==> config.mk <==
export PLATFORM = sky130hd
export DESIGN_NAME = hb_reset_gen
export DESIGN_NICKNAME = d
export VERILOG_FILES = /design/src/rtl/hb_reset_gen.sv
export SDC_FILE = /design/constraint.sdc
export NUM_CORES = 1
export LEC_CHECK = 0
export CAP_MARGIN = 20
export CORE_AREA = 4 4 78 80
export DETAILED_ROUTE_END_ITERATION = 8
export DIE_AREA = 0 0 82 84
export PLACE_DENSITY = 0.63
export SYNTH_ARGS = -nofsm -noshare
export SYNTH_HDL_FRONTEND = slang
export SYNTH_SLANG_ARGS = --single-unit
export TNS_END_PERCENT = 100
==> constraint.sdc <==
create_clock -name clk -period 2.2 [get_ports clk]
set_clock_uncertainty 0.1 [all_clocks]
set_input_delay 0.44 -clock clk [delete_from_list [all_inputs] [get_ports clk]]
set_output_delay 0.44 -clock clk [all_outputs]
set_load 0.05 [all_outputs]
==> src/rtl/hb_reset_gen.sv <==
module hb_reset_gen #(
  parameter int UV_FILT_CYC = 715,
  parameter int REL_CYC     = 400000,
  parameter int TMO_CYC     = 800000,
  parameter int PLO_CYC     = 200000,
  parameter int PHI_CYC     = 800000
) (
  input  logic clk,
  input  logic por_n,
  input  logic hb_in,
  input  logic wd_off,
  input  logic uv_in,
  output logic rst_n_o,
  output logic vlow_o
);

  localparam int M1   = (REL_CYC > TMO_CYC) ? REL_CYC : TMO_CYC;
  localparam int M2   = (PLO_CYC > PHI_CYC) ? PLO_CYC : PHI_CYC;
  localparam int MAXC = (M1 > M2) ? M1 : M2;
  localparam int CW   = $clog2(MAXC + 1);
  localparam int UW   = $clog2(UV_FILT_CYC + 1);

  typedef enum logic [1:0] {ST_HOLD, ST_RUN, ST_PLO, ST_PHI} st_t;

  st_t           st;
  logic [CW-1:0] cnt;
  logic [UW-1:0] uv_cnt;
  logic          hb_s1, hb_s2, hb_d;
  logic          hb_edge;

  always_ff @(posedge clk or negedge por_n)
    if (!por_n) {hb_s1, hb_s2, hb_d} <= 3'b000;
    else        {hb_s1, hb_s2, hb_d} <= {hb_in, hb_s1, hb_s2};

  assign hb_edge = hb_s2 & ~hb_d;

  always_ff @(posedge clk or negedge por_n)
    if (!por_n) begin
      uv_cnt <= '0;
      vlow_o <= 1'b0;
    end else if (!uv_in) begin
      uv_cnt <= '0;
      vlow_o <= 1'b0;
    end else if (uv_cnt == UW'(UV_FILT_CYC - 1)) begin
      vlow_o <= 1'b1;
    end else begin
      uv_cnt <= uv_cnt + 1'b1;
    end

  always_ff @(posedge clk or negedge por_n)
    if (!por_n) begin
      st  <= ST_HOLD;
      cnt <= '0;
    end else if (vlow_o) begin
      st  <= ST_HOLD;
      cnt <= '0;
    end else begin
      case (st)
        ST_HOLD:
          if (cnt == CW'(REL_CYC - 1)) begin st <= ST_RUN; cnt <= '0; end
          else cnt <= cnt + 1'b1;
        ST_RUN:
          if (hb_edge) cnt <= '0;
          else if (cnt == CW'(TMO_CYC - 1)) begin
            cnt <= '0;
            if (!wd_off) st <= ST_PLO;
          end else cnt <= cnt + 1'b1;
        ST_PLO:
          if (wd_off) begin st <= ST_RUN; cnt <= '0; end
          else if (cnt == CW'(PLO_CYC - 1)) begin st <= ST_PHI; cnt <= '0; end
          else cnt <= cnt + 1'b1;
        default:
          if (hb_edge || wd_off) begin st <= ST_RUN; cnt <= '0; end
          else if (cnt == CW'(PHI_CYC - 1)) begin st <= ST_PLO; cnt <= '0; end
          else cnt <= cnt + 1'b1;
      endcase
    end

  assign rst_n_o = (st == ST_RUN || st == ST_PHI) && !vlow_o;

  assert_vlow_forces_reset_R3: assert property (@(posedge clk) disable iff (!por_n)
    vlow_o |=> !rst_n_o);

  assert_flag_drops_R10: assert property (@(posedge clk) disable iff (!por_n)
    !uv_in |=> !vlow_o);

  assert_strap_masks_R9: assert property (@(posedge clk) disable iff (!por_n)
    (wd_off && rst_n_o) |=> (rst_n_o || vlow_o));

  assert_release_origin_R1: assert property (@(posedge clk) disable iff (!por_n)
    $rose(rst_n_o) |-> ($past(st) == ST_HOLD || $past(st) == ST_PLO));

  assert_timer_bound_R6: assert property (@(posedge clk) disable iff (!por_n)
    (st == ST_RUN) |-> (cnt < CW'(TMO_CYC)));

endmodule

* After elaboration in Yosys (flattened, before gate mapping)
Cells that the tools add are included.
** Word-level totals
- Register bits :: 36
- Input bits :: 5
- Output and inout port bits :: 2
- Logic and storage cells :: 54
** Operators by class
- Add/sub/neg operators :: 2
- Equal/unequal tests :: 14
- Mux-type cells :: 22
- Bitwise operators :: 2
- Reduce and logical (&&, ||, !) cells :: 7
** Operators by type and width (number)
- $mux W20 :: 7
- $pmux W20 S3 :: 1
- $add A20 B1 Y20 const B :: 1
- $eq A20 B18 Y1 const B :: 1
- $eq A20 B19 Y1 const B :: 1
- $eq A20 B20 Y1 const B :: 1
- $mux W10 :: 2
- $mux W2 :: 9
- $ne A3 B3 Y1 const B :: 4
- $add A10 B1 Y10 const B :: 1
- $eq A10 B10 Y1 const B :: 1
- $pmux W2 S3 :: 1
- $reduce_and A6 Y1 :: 1
- $reduce_bool A5 Y1 :: 1
- $eq A2 B2 Y1 const B :: 2
- $ne A4 B4 Y1 const B :: 1
- $eq A2 B1 Y1 const B :: 1
- $logic_not A2 Y1 :: 1
- $logic_or A1 B1 Y1 :: 2
- $mux W1 :: 2
- $ne A2 B1 Y1 const B :: 1
- $ne A2 B2 Y1 const B :: 1
- $and A1 B1 Y1 :: 1
- $logic_and A1 B1 Y1 :: 1
- 2 further kinds :: 2

* Logic depth before layout (Yosys ltp)
Gate-level depths: netlist of the first run.
- Word-level depth :: 6
- Gate-level depth with buffers :: 7
- Depth with buffers taken out :: 7

* Worst setup path before layout of the first run
No wires, ideal clock.
- Path type :: register -> register
- From :: reg cnt[8]
- To :: reg cnt[12]
- Setup time :: 119 ps
- Data arrival time :: 1857 ps
- Required time :: 1981 ps
- Path slack :: 124 ps
- Cell stages (with the launch flop) :: 8
- Path buffers :: 2
- Cell sequence :: dfrtp_1 buf_6 or3b_4 nor4_4 a21oi_2 o31ai_4 buf_6 nor2_1
** On the way
- Cells in the longest elaborated chain, start to end :: 5
- Elaborated cells between the ends (all ways) :: 12
- Those cells by class :: add/sub: 1; eq/ne: 3; mux: 8
** RTL lines
- from (decl) :: line 26 : logic [CW-1:0] cnt;
- from (signal assigned) :: line 61 : else cnt <= cnt + 1'b1;
- from (signal assigned) :: line 67 : end else cnt <= cnt + 1'b1;
- from (signal assigned) :: line 71 : else cnt <= cnt + 1'b1;
- $add A20 B1 Y20 (tied with other cells)
- $mux W20 (on tied branches) :: line 64, 74, 70
- $mux W20 (on tied branches) :: line 73, 63, 69
- $pmux W20 S3 (*) :: line 58 : case (st)
- $mux W20 (*) :: line 54 : end else if (vlow_o) begin
Mark *: on every way between the ends. The rest lies on a longest branch, timed or not.
A chain may end at the register's enable or synchronous reset.

* Final worst setup path of the first run
- From :: reg vlow_o
- To :: out vlow_o
** RTL lines
- from (decl) :: line 14 : output logic vlow_o
- from (signal assigned) :: line 40 : vlow_o <= 1'b0;
- from (signal assigned) :: line 43 : vlow_o <= 1'b0;
- from (signal assigned) :: line 45 : vlow_o <= 1'b1;
No word-level cell between the ends.

==> implementation parameters, run 1 <==
Parameter                              Value

Clock network
  Clock buffers created by TritonCTS ... 5
  Number of gates given a new drive strength after cts ... 0
  Clk Latency, worst-skew pair ... between 0.2 and 0.3 ns
  Post-CTS repair timing setup buffer count ... 0
  Maximum buffer depth of the clock tree ... 2
  Reg clk slew, reported paths ... roughly 0.080 ns
  Clock tree from TritonCTS ... yes
  Sinks on Clock Net ... 36
  Maximum level of the CTS H-tree ... 2
  Clk Tree Root Cell ... sky130_fd_sc_hd__clkbuf_8
  Hold-fix buffers, CTS ... 0

Setup path
  Largest stage delay on the critical path ... between 0.8 and 0.9 ns
  Master of the slowest instance on the critical path ... sky130_fd_sc_hd__clkdlybuf4s50_1
  Sort of element at the start of the critical path ... register
  Worst reg2reg endpoint ... cnt[2]
  Kind of cell adding the most delay to the critical path ... buffers and inverters
  Type of the setup path with the least slack ... register to output pin
  Logic depth of the worst path, buffers included ... 1
  R2R Setup Slk ... between 0.1 and 0.15 ns
  Element type at the critical path end ... output pin
  Buf/Inv on CP ... 1
  Worst setup path end ... vlow_o
  Source of the worst register-to-register timing path ... cnt[1]
  Cell chain of the critical path ... clkdlybuf4s50_1
  Critical path data arrival time ... between 1.5 and 2 ns
  Cell count of the worst reg-to-reg path ... 8
  Critical path data required time ... approximately 1.7 ns
  Worst setup path startpoint ... vlow_o
  Maximum fanout along the worst path ... 6

Detailed routing
  Wirelength per Cell ... roughly 12 um
  Iter 0 DRT Violations ... about 120
  Detailed Route WL ... ~3300 um
  Antenna Nets Post-Route ... 0
  Iteration count of the initial detailed-routing pass ... 4
  Detailed-route vias per instance ... slightly below 5
  Vias ... ~1.4k
  Number of remaining DRC errors ... 0

Global route
  Remaining Overflow, GRT ... 0
  First-pass GRT wire length ... a little under 6000 um
  Tot GR Track Use ... between 10% and 20%
  Number of antenna violations at the first check in global routing ... 0
  Number of global-route vias before repair ... 1300
  Pin count of the biggest net entering global routing ... 37

Power and ir drop
  Power after layout ... 1.392 mW
  Static leakage ... ~0.95 nW
  Cell area power density ... approximately 650 mW/mm^2
  Max rail drop VDD ... 0.2576 mV

STA
  Fmax achieved ... ~470 MHz
  Setup repair after global routing missed its margin ... no
  Shortest period the worst path allows ... approximately 2.1 ns
  Final critical-path share of the clock period ... approximately 97%
  Max-Slew Margin vs Limit ... between 40% and 50%
  Hold slack ... roughly 0.13 ns
  Worst Tran Pin Value ... slightly below 0.8 ns
  Final count of negative-setup-slack endpoints ... 0
  Setup TNS ... 0 ns
  Max Transition Viols Final ... 0
  Final Hold Vio Count ... 0

Floorplan
  Initial standard-cell utilization of the core ... 33.94%
  Die Footprint ... a little under 0.007 sq mm
  Area of the core ... between 0.005 and 0.006 sq mm
  Placement row count ... 27
  Top Ports ... 7
  Die Y ... around 84 um
  Die Width ... between 80 and 90 um

Finish
  Fill cells ... between 500 and 600
  Layout cell share with drive strength beyond 1 ... 15.94%
  Count of non-filler cells in the finished layout ... ~280
  Number of diodes added for antenna fixing ... 0
  Nets ... between 200 and 250
  Area overhead of the layout relative to synthesis ... 16.44%
  Utilization after layout ... between 30% and 40%

Yosys
  Share of async-settable or async-resettable flops after synthesis ... between 90% and 100%
  Number of synthesis warnings ... 0
  Seq/Total Area, Yosys ... 49.11%
  Post-synth EDFFs ... 0
  Mapped cell area ... roughly 0.0018 sq mm
  Distinct cell type count after synthesis ... 35
  Mean area per synthesized cell ... 10.08 sq um
  Syn Inst Count ... between 150 and 200
  Main flop type after synthesis ... sky130_fd_sc_hd__dfrtp_1
  Largest cells by area after synthesis ... sky130_fd_sc_hd__dfrtp_1 49%, sky130_fd_sc_hd__xnor2_1 6.2%, sky130_fd_sc_hd__xor2_1 6.2%
  Flip-flop and latch count after synthesis ... 36
  Synth top area share ... between 40% and 50%
  Most area-hungry cell type in the Yosys netlist ... sky130_fd_sc_hd__dfrtp_1
  Synthesized Nets ... 190

Run status
  Status ... completed

Place
  Number of cells in the design after placement ... ~270
  HPWL reported at the end of detailed placement ... 2401 um
  Input/output buffers ... 6
  RD Place Congestion ... 0.7576

Run
  Number of violations of the max-capacitance limit ... 0

Hold path
  Type of the worst min-delay path ... primary input to async pin
==> cell usage after synthesis (all sizes together), types with 2 or more instances <==
master	n
dfrtp	36
nor4	3
xor2	13
xnor2	13
nand3	12
inv	7
nand4	11
or3b	3
a21boi	2
buf	3
nor3	9
nor2	30
o21ai	2
and2	7
nand2	12
a21oi	2
ha	3
==> layout make-up <==
| class | count | area, sq um | share of cell area, % |
|---|---|---|---|
| clock inverters | 3 | 18.77 | 0.8787 |
| multi-input cells | 136 | 873.3 | 40.89 |
| flip-flops and latches | 36 | 900.9 | 42.18 |
| repair buffers | 20 | 157.7 | 7.381 |
| inverters | 7 | 26.28 | 1.230 |
| clock buffers | 5 | 68.82 | 3.222 |
| well taps | 72 | 90.09 | 4.218 |
==> cells in the final DEF, fill, tap and decap left out, drive strengths merged, types with 2 or more instances in the layout <==
master	synthesis	routed
nand3	12	12
clkinv	0	3
a21boi	2	2
or3b	3	3
xor2	13	13
inv	7	7
clkdlybuf4s50	0	4
nor3	9	9
xnor2	13	13
dfrtp	36	36
o21ai	2	2
nor4	3	3
nand2	12	12
a21oi	2	2
and2	7	7
clkbuf	0	5
nand4	11	11
buf	3	16
nor2	30	30
ha	3	3
==> power by group <==
part / leakage (nW) / switching [mW] / internal [mW] / total [mW]
registers: 0.487 / 0.0400 / 0.703 / 0.743
logic: 0.419 / 0.102 / 0.0849 / 0.186
clock network: 0.0479 / 0.242 / 0.220 / 0.463
total: 0.954 / 0.384 / 1.01 / 1.39
==> sequential cells by signal, indices dropped and copies added, names as in the netlist <==
register,flops
hb_d,1
vlow_o,1
hb_s1,1
st,2
uv_cnt,10
cnt,20
hb_s2,1
==> worst min path at each step <==
| stage | startpoint | endpoint | slack [ns] | cells past startpoint |
|---|---|---|---|---|
| final | por_n | cnt[8] | 0.13 | 1 |
| after global routing | por_n | cnt[8] | 0.21 | 1 |
| after CTS | por_n | cnt[9] | 0.16 | 1 |
| after detailed placement | hb_s1 | hb_s2 | 0.24 | 0 |
| after global placement | hb_s1 | hb_s2 | 0.24 | 0 |
| after floorplan | por_n | cnt[0] | 0.04 | 0 |
==> metal layers <==
layer / track usage (%) / vias to the layer above / share of wire, %
li1: - / 677 / -
met1: 15.63 / 651 / 49
met2: 15.21 / 18 / 45
met3: 3.564 / 6 / 3.2
met4: 5.438 / 0 / 2.5
met5: 0 / - / 0
==> metrics by stage <==
| stage | setup WS [ns] | instance area [sq um] |
|---|---|---|
| finish | 0.07641 | 2136 |
| global route | 0.02864 | 2136 |
| CTS | 0.06410 | 2136 |
| detailed placement | -0.01395 | 2048 |
| global placement | 0.01399 | 2048 |
| floorplan | 0.1238 | 1834 |
==> cell families (layout without fill, tap and decap cells) <==
kind of cell    after synthesis  count (layout)  share of synthesized area (%)
compound gates               12              12                          5.525
xor+xnor                     26              26                          12.41
fa+ha+maj                     3               3                          2.047
buf+inv                      10              35                          3.274
flops                        36              36                          49.11
simple gates                 95              95                          27.63
(Power assumes the default switching activity.)
==> run 2: changes to the inputs <==
--- a/config.mk
+++ b/config.mk
@@ -6,10 +6,11 @@
 export NUM_CORES = 1
 export LEC_CHECK = 0
 export CAP_MARGIN = 20
-export CORE_AREA = 4 4 78 80
+export CORE_AREA = 5 5 79 81
 export DETAILED_ROUTE_END_ITERATION = 8
-export DIE_AREA = 0 0 82 84
+export DIE_AREA = 0 0 84 86
 export PLACE_DENSITY = 0.63
+export RECOVER_POWER = 100
 export SYNTH_ARGS = -nofsm -noshare
 export SYNTH_HDL_FRONTEND = slang
 export SYNTH_SLANG_ARGS = --single-unit
==> run 2 against run 1 <==
  * Critical path depth did not move
  * Combinational power rose by 13%
  * Fmax rose by 0.11%
  * Final area rose by 1.1%
  * Critical path type unchanged
==> implementation parameters, run 2 (synthesis gave the netlist of run 1 again) <==
Parameter                              Value

Run status
  Status ... completed (unchanged)

Global route
  Routing usage on met3 ... 2.402% (was 3.564%)
  Layer with the highest usage after global routing ... met2 (was met1)
  Met1 usage ... 12.67% (was 15.63%)
  Met2 Resource Use GR ... 17.28% (was 15.21%)
  First-pass GRT wire length ... 6085 um (was 5913 um)
  Tot GR Track Use ... 10.59% (was 11.15%)
  Number of global-route vias before repair ... 1361 (was 1300)
  Remaining Overflow, GRT ... 0 (unchanged)
  Number of antenna violations at the first check in global routing ... 0 (unchanged)
  Pin count of the biggest net entering global routing ... 37 (unchanged)

Power and ir drop
  Sequential share of power ... 52.3% (was 53.4%)
  Net Sw Power ... 0.3835 mW (was 0.3839 mW)
  Internal cell power ... 1.023 mW (was 1.008 mW)
  Clock Power Share ... 32.7% (was 33.3%)
  Cell area power density ... 651.6 mW/mm^2 (about the same)
  Max rail drop VDD ... 0.2581 mV (was 0.2576 mV)
  Static leakage ... 0.9502 nW (was 0.9538 nW)
  Fraction of power spent switching nets ... 27.26% (was 27.58%)
  Relative contribution of combinational cells to total power ... 15.0% (was 13.4%)

Detailed routing
  Vias ... 1361 (was 1352)
  Detailed Route WL ... 3419 um (was 3344 um)
  Detailed-route vias per instance ... 4.792 (was 4.846)
  Wirelength per Cell ... 12.04 um (was 11.99 um)
  Iter 0 DRT Violations ... 58 (was 117)
  Iteration count of the initial detailed-routing pass ... 4 (unchanged)
  Antenna Nets Post-Route ... 0 (unchanged)
  Number of remaining DRC errors ... 0 (unchanged)

Floorplan
  Placement row count ... 27 (unchanged)
  Area of the core ... 0.005405 sq mm (unchanged)
  Top Ports ... 7 (unchanged)
  Die Footprint ... 0.007224 sq mm (was 0.006888 sq mm)
  Die Y ... 86 um (was 84 um)
  Initial standard-cell utilization of the core ... 33.94% (unchanged)
  Die Width ... 84 um (was 82 um)

Setup path
  Critical path data arrival time ... 1.58 ns (about the same)
  Cell count of the worst reg-to-reg path ... 6 (was 8)
  Critical path data required time ... 1.66 ns (about the same)
  Master of the slowest instance on the critical path ... sky130_fd_sc_hd__clkdlybuf4s50_1 (unchanged)
  Kind of cell adding the most delay to the critical path ... buffers and inverters (unchanged)
  Cell chain of the critical path ... clkdlybuf4s50_1 (unchanged)
  Sort of element at the start of the critical path ... register (unchanged)
  Buf/Inv on CP ... 1 (unchanged)
  R2R Setup Slk ... 0.09 ns (was 0.14 ns)
  Type of the setup path with the least slack ... register to output pin (unchanged)
  Source of the worst register-to-register timing path ... cnt[16] (was cnt[1])
  Worst reg2reg endpoint ... cnt[15] (was cnt[2])
  Maximum fanout along the worst path ... 6 (unchanged)
  Element type at the critical path end ... output pin (unchanged)
  Largest stage delay on the critical path ... 0.84 ns (about the same)

Clock network
  Sinks on Clock Net ... 36 (unchanged)
  Clk Latency, worst-skew pair ... 0.29 ns (about the same)
  Clock buffers created by TritonCTS ... 5 (unchanged)
  Clk Tree Root Cell ... sky130_fd_sc_hd__clkbuf_8 (unchanged)
  Clock tree from TritonCTS ... yes (unchanged)
  Number of gates given a new drive strength after cts ... 0 (unchanged)
  Maximum level of the CTS H-tree ... 2 (unchanged)
  Reg clk slew, reported paths ... 0.08 ns (about the same)
  Maximum buffer depth of the clock tree ... 2 (unchanged)

Finish
  Register with the most flip-flops ... cnt (unchanged)
  Max reg flops ... 20 (unchanged)
  Footprint of the multi-input gates ... 862.1 sq um (was 873.3 sq um)
  Area overhead of the layout relative to synthesis ... 17.67% (was 16.44%)
  Fill cells ... 543 (was 558)
  Largest registers ... cnt x20, uv_cnt x10, st x2 (unchanged)
  Most frequent standard cell in the layout excluding fill and tap cells ... sky130_fd_sc_hd__dfrtp_1 (unchanged)
  Area used by sequential logic in the layout ... 900.9 sq um (unchanged)
  Number of diodes added for antenna fixing ... 0 (unchanged)
  Nets ... 219 (was 214)
  Highest-count cells in the layout ignoring fill and taps ... 36 x sky130_fd_sc_hd__dfrtp_1, 30 x sky130_fd_sc_hd__nor2_1, 18 x sky130_fd_sc_hd__buf_4 (was 36 x sky130_fd_sc_hd__dfrtp_1, 30 x sky130_fd_sc_hd__nor2_1, 15 x sky130_fd_sc_hd__buf_4)
  Post-layout instance area ... 0.002158 sq mm (was 0.002136 sq mm)
  Layout cell share with drive strength beyond 1 ... 16.98% (was 15.94%)

STA
  Max-Slew Margin vs Limit ... 40.19% (was 47.03%)
  Worst Tran Pin Value ... 0.8971 ns (was 0.7945 ns)
  Setup TNS ... 0 ns (unchanged)
  Final Hold Vio Count ... 0 (unchanged)
  Final count of negative-setup-slack endpoints ... 0 (unchanged)
  Final critical-path share of the clock period ... 96.42% (was 96.53%)
  Max Transition Viols Final ... 0 (unchanged)
  Shortest period the worst path allows ... 2.121 ns (was 2.124 ns)
  Setup repair after global routing missed its margin ... no (unchanged)
  Fmax achieved ... 471.4 MHz (was 470.9 MHz)

Place
  Input/output buffers ... 6 (unchanged)
  RD Place Congestion ... 0.7440 (was 0.7576)
  Placed inst area ... 0.002071 sq mm (was 0.002048 sq mm)
  HPWL reported at the end of detailed placement ... 2443 um (was 2401 um)

Hold path
  Type of the worst min-delay path ... primary input to async pin (unchanged)

Run
  Number of violations of the max-capacitance limit ... 0 (unchanged)
-- run 2: per-layer routing --
metal	up-vias	wire (um)
li1	679	-
met1	659	1627
met2	19	1631
met3	4	96
met4	0	63
met5	-	0
-- run 2: cell type report --
cell class | instances | share of cell area, %
Clock buffer | 5 | 3.188
Clock inverter | 3 | 0.8696
Inverter | 7 | 1.217
Multi-Input combinational cell | 136 | 39.94
Sequential cell | 36 | 41.74
Tap cell | 72 | 4.174
Timing Repair Buffer | 25 | 8.870
-- run 2: how the worst max path moves through the flow --
stage               cells after the start  endpoint     from  slack [ns]
CTS                                     1    vlow_o   vlow_o        0.06
global route                            6    cnt[8]  cnt[16]       0.007
global placement                        7    cnt[4]   wd_off        -0.1
finish                                  1    vlow_o   vlow_o        0.08
floorplan                               7   cnt[12]   cnt[8]        0.12
detailed placement                      5    cnt[3]  cnt[16]       -0.12
-- run 2: what timing repair did --
item / CTS / global route
hold buffers: 0 / 0
setup endpoints to repair: 19 / 0
setup buffers: 2 / 0
-- run 2: through the flow --
stage / worst slack (ns) / utilization [%] / power, mW / cells / hold WS (ns)
after floorplan: 0.1238 / - / 0.8637 / 182 / 0.04441
after global placement: -0.09642 / 38.31 / 0.9521 / 274 / 0.2415
final: 0.07876 / 39.93 / 1.406 / 284 / 0.1681
after detailed placement: -0.1213 / 38.31 / 0.9583 / 274 / 0.2456
after global routing: 0.006755 / 39.93 / 1.505 / 284 / 0.2400
after CTS: 0.05644 / 40.21 / 1.435 / 284 / 0.1591
-- run 2: power groups by stage --
stage                     clock (mW)  combinational, mW  sequential, mW
after detailed placement           0              0.209           0.749
after floorplan                    0              0.115           0.749
after global routing           0.519              0.243           0.742
after CTS                      0.481              0.218           0.736
final                          0.460              0.210           0.736
after global placement             0              0.206           0.746
==> run 3: changes to the inputs <==
--- a/config.mk
+++ b/config.mk
@@ -7,6 +7,7 @@
 export LEC_CHECK = 0
 export CAP_MARGIN = 20
 export CORE_AREA = 5 5 79 81
+export CTS_BUF_LIST = sky130_fd_sc_hd__clkbuf_16
 export DETAILED_ROUTE_END_ITERATION = 8
 export DIE_AREA = 0 0 84 86
 export PLACE_DENSITY = 0.63
==> run 3 against run 2 <==
  * Combinational power hardly changed
  * Sequential cell count stayed put
  * Sequential power hardly changed
  * Final area is 2.8% higher
  * Cell count stayed put
  * Critical endpoint unchanged
==> implementation parameters, run 3 (synthesis gave the netlist of run 1 again) <==
Parameter                              Value

Global route
  Pin count of the biggest net entering global routing ... 37 (unchanged)
  Number of antenna violations at the first check in global routing ... 0 (unchanged)
  First-pass GRT wire length ... 6113 um (was 6085 um)
  Tot GR Track Use ... 10.65% (was 10.59%)
  Number of global-route vias before repair ... 1357 (was 1361)
  Remaining Overflow, GRT ... 0 (unchanged)

STA
  Max Transition Viols Final ... 0 (unchanged)
  Max-Slew Margin vs Limit ... 40.66% (was 40.19%)
  Setup repair after global routing missed its margin ... no (unchanged)
  Final Hold Vio Count ... 0 (unchanged)
  Shortest period the worst path allows ... 2.105 ns (was 2.121 ns)
  Hold slack ... 0.1768 ns (was 0.1681 ns)
  Fmax achieved ... 475.0 MHz (was 471.4 MHz)
  Final critical-path share of the clock period ... 95.70% (was 96.42%)
  Worst Tran Pin Value ... 0.8901 ns (was 0.8971 ns)
  Final worst-path setup slack ... 0.09469 ns (was 0.07876 ns)
  Final count of negative-setup-slack endpoints ... 0 (unchanged)

Clock network
  Sinks on Clock Net ... 36 (unchanged)
  Maximum buffer depth of the clock tree ... 2 (unchanged)
  Clock tree from TritonCTS ... yes (unchanged)
  Maximum level of the CTS H-tree ... 2 (unchanged)
  Clock buffers created by TritonCTS ... 5 (unchanged)
  Clk Tree Root Cell ... sky130_fd_sc_hd__clkbuf_16 (was sky130_fd_sc_hd__clkbuf_8)
  Hold-fix buffers, CTS ... 0 (unchanged)
  Post-CTS repair timing setup buffer count ... 2 (unchanged)
  Number of gates given a new drive strength after cts ... 0 (unchanged)
  Reg clk slew, reported paths ... 0.06 ns (was 0.08 ns)
  Clk Latency, worst-skew pair ... 0.28 ns (was 0.29 ns)

Finish
  Highest-count cells in the layout ignoring fill and taps ... 36 x sky130_fd_sc_hd__dfrtp_1, 30 x sky130_fd_sc_hd__nor2_1, 17 x sky130_fd_sc_hd__buf_4 (was 36 x sky130_fd_sc_hd__dfrtp_1, 30 x sky130_fd_sc_hd__nor2_1, 18 x sky130_fd_sc_hd__buf_4)
  Register with the most flip-flops ... cnt (unchanged)
  Nets ... 219 (unchanged)
  Number of diodes added for antenna fixing ... 0 (unchanged)
  Layout cell share with drive strength beyond 1 ... 16.98% (unchanged)
  Area overhead of the layout relative to synthesis ... 21.01% (was 17.67%)
  Most frequent standard cell in the layout excluding fill and tap cells ... sky130_fd_sc_hd__dfrtp_1 (unchanged)
  Largest registers ... cnt x20, uv_cnt x10, st x2 (unchanged)
  Max reg flops ... 20 (unchanged)
  Fill cells ... 539 (was 543)

Run
  Number of violations of the max-capacitance limit ... 0 (unchanged)

Place
  RD Place Congestion ... 0.7440 (unchanged)
  Input/output buffers ... 6 (unchanged)
  HPWL reported at the end of detailed placement ... 2443 um (unchanged)
  Worst setup slack after placement ... -0.1213 ns (unchanged)

Floorplan
  Area of the core ... 0.005405 sq mm (unchanged)
  Die Footprint ... 0.007224 sq mm (unchanged)
  Initial standard-cell utilization of the core ... 33.94% (unchanged)
  Die Width ... 84 um (unchanged)
  Die Y ... 86 um (unchanged)
  Placement row count ... 27 (unchanged)
  Top Ports ... 7 (unchanged)

Setup path
  R2R Setup Slk ... 0.15 ns (was 0.09 ns)
  Largest stage delay on the critical path ... 0.84 ns (about the same)
  Source of the worst register-to-register timing path ... cnt[8] (was cnt[16])
  Maximum fanout along the worst path ... 6 (unchanged)
  Worst reg2reg endpoint ... cnt[3] (was cnt[15])
  Master of the slowest instance on the critical path ... sky130_fd_sc_hd__clkdlybuf4s50_1 (unchanged)
  Type of the setup path with the least slack ... register to output pin (unchanged)
  Buf/Inv on CP ... 1 (unchanged)
  Element type at the critical path end ... output pin (unchanged)
  Critical path data required time ... 1.66 ns (about the same)
  Sort of element at the start of the critical path ... register (unchanged)
  Cell count of the worst reg-to-reg path ... 6 (unchanged)
  Cell chain of the critical path ... clkdlybuf4s50_1 (unchanged)
  Kind of cell adding the most delay to the critical path ... buffers and inverters (unchanged)
  Critical path data arrival time ... 1.57 ns (was 1.58 ns)

Detailed routing
  Detailed Route WL ... 3486 um (was 3419 um)
  Iter 0 DRT Violations ... 48 (was 58)
  Iteration count of the initial detailed-routing pass ... 4 (unchanged)
  Wirelength per Cell ... 12.27 um (was 12.04 um)
  Detailed-route vias per instance ... 4.746 (was 4.792)
  Antenna Nets Post-Route ... 0 (unchanged)
  Vias ... 1348 (was 1361)
  Number of remaining DRC errors ... 0 (unchanged)

Power and ir drop
  Cell area power density ... 733.1 mW/mm^2 (was 651.6 mW/mm^2)
  Static leakage ... 0.9956 nW (was 0.9502 nW)
  Max rail drop VDD ... 0.2936 mV (was 0.2581 mV)

Hold path
  Type of the worst min-delay path ... primary input to async pin (unchanged)

Run status
  Status ... completed (unchanged)
## run 3: area by class of cell
| cell class | instances | area (sq um) | area share [%] |
|---|---|---|---|
| well taps | 72 | 90.09 | 4.059 |
| repair buffers | 25 | 188.9 | 8.512 |
| inverters | 7 | 26.28 | 1.184 |
| clock buffers | 5 | 125.1 | 5.637 |
| clock inverters | 3 | 18.77 | 0.8455 |
| flip-flops and latches | 36 | 900.9 | 40.59 |
| multi-input cells | 136 | 869.6 | 39.18 |
## run 3: where the power goes
group          switching, mW  internal [mW]
Clock                  0.264          0.416
Sequential            0.0337          0.704
Combinational          0.111         0.0980
## run 3: metal layers
layer  vias up  GRT usage, %  share of wire [%]
li1        680             -                  -
met1       648         12.60                 47
met2        12         17.79                 48
met3         8         2.978                2.9
met4         0         5.263                2.2
met5         -             0                  0
## run 3: metrics by stage
step	TNS [ns]	instances	area (sq um)	power, mW	util [%]
2_1_floorplan	0	182	1834	0.8637	-
3_3_place_gp	-1.527	274	2071	0.9521	38.31
3_5_place_dp	-1.843	274	2071	0.9583	38.31
4_1_cts	0	284	2230	1.658	41.25
5_1_grt	0	284	2220	1.719	41.06
6_report	0	284	2220	1.627	41.06
## run 3: worst max path at each step
stage / startpoint / to / slack (ns) / cells past startpoint
floorplan: cnt[8] / cnt[12] / 0.12 / 7
global route: cnt[16] / cnt[0] / 0.03 / 6
finish: vlow_o / vlow_o / 0.09 / 1
global placement: wd_off / cnt[4] / -0.1 / 7
detailed placement: cnt[16] / cnt[3] / -0.12 / 5
CTS: vlow_o / vlow_o / 0.08 / 1
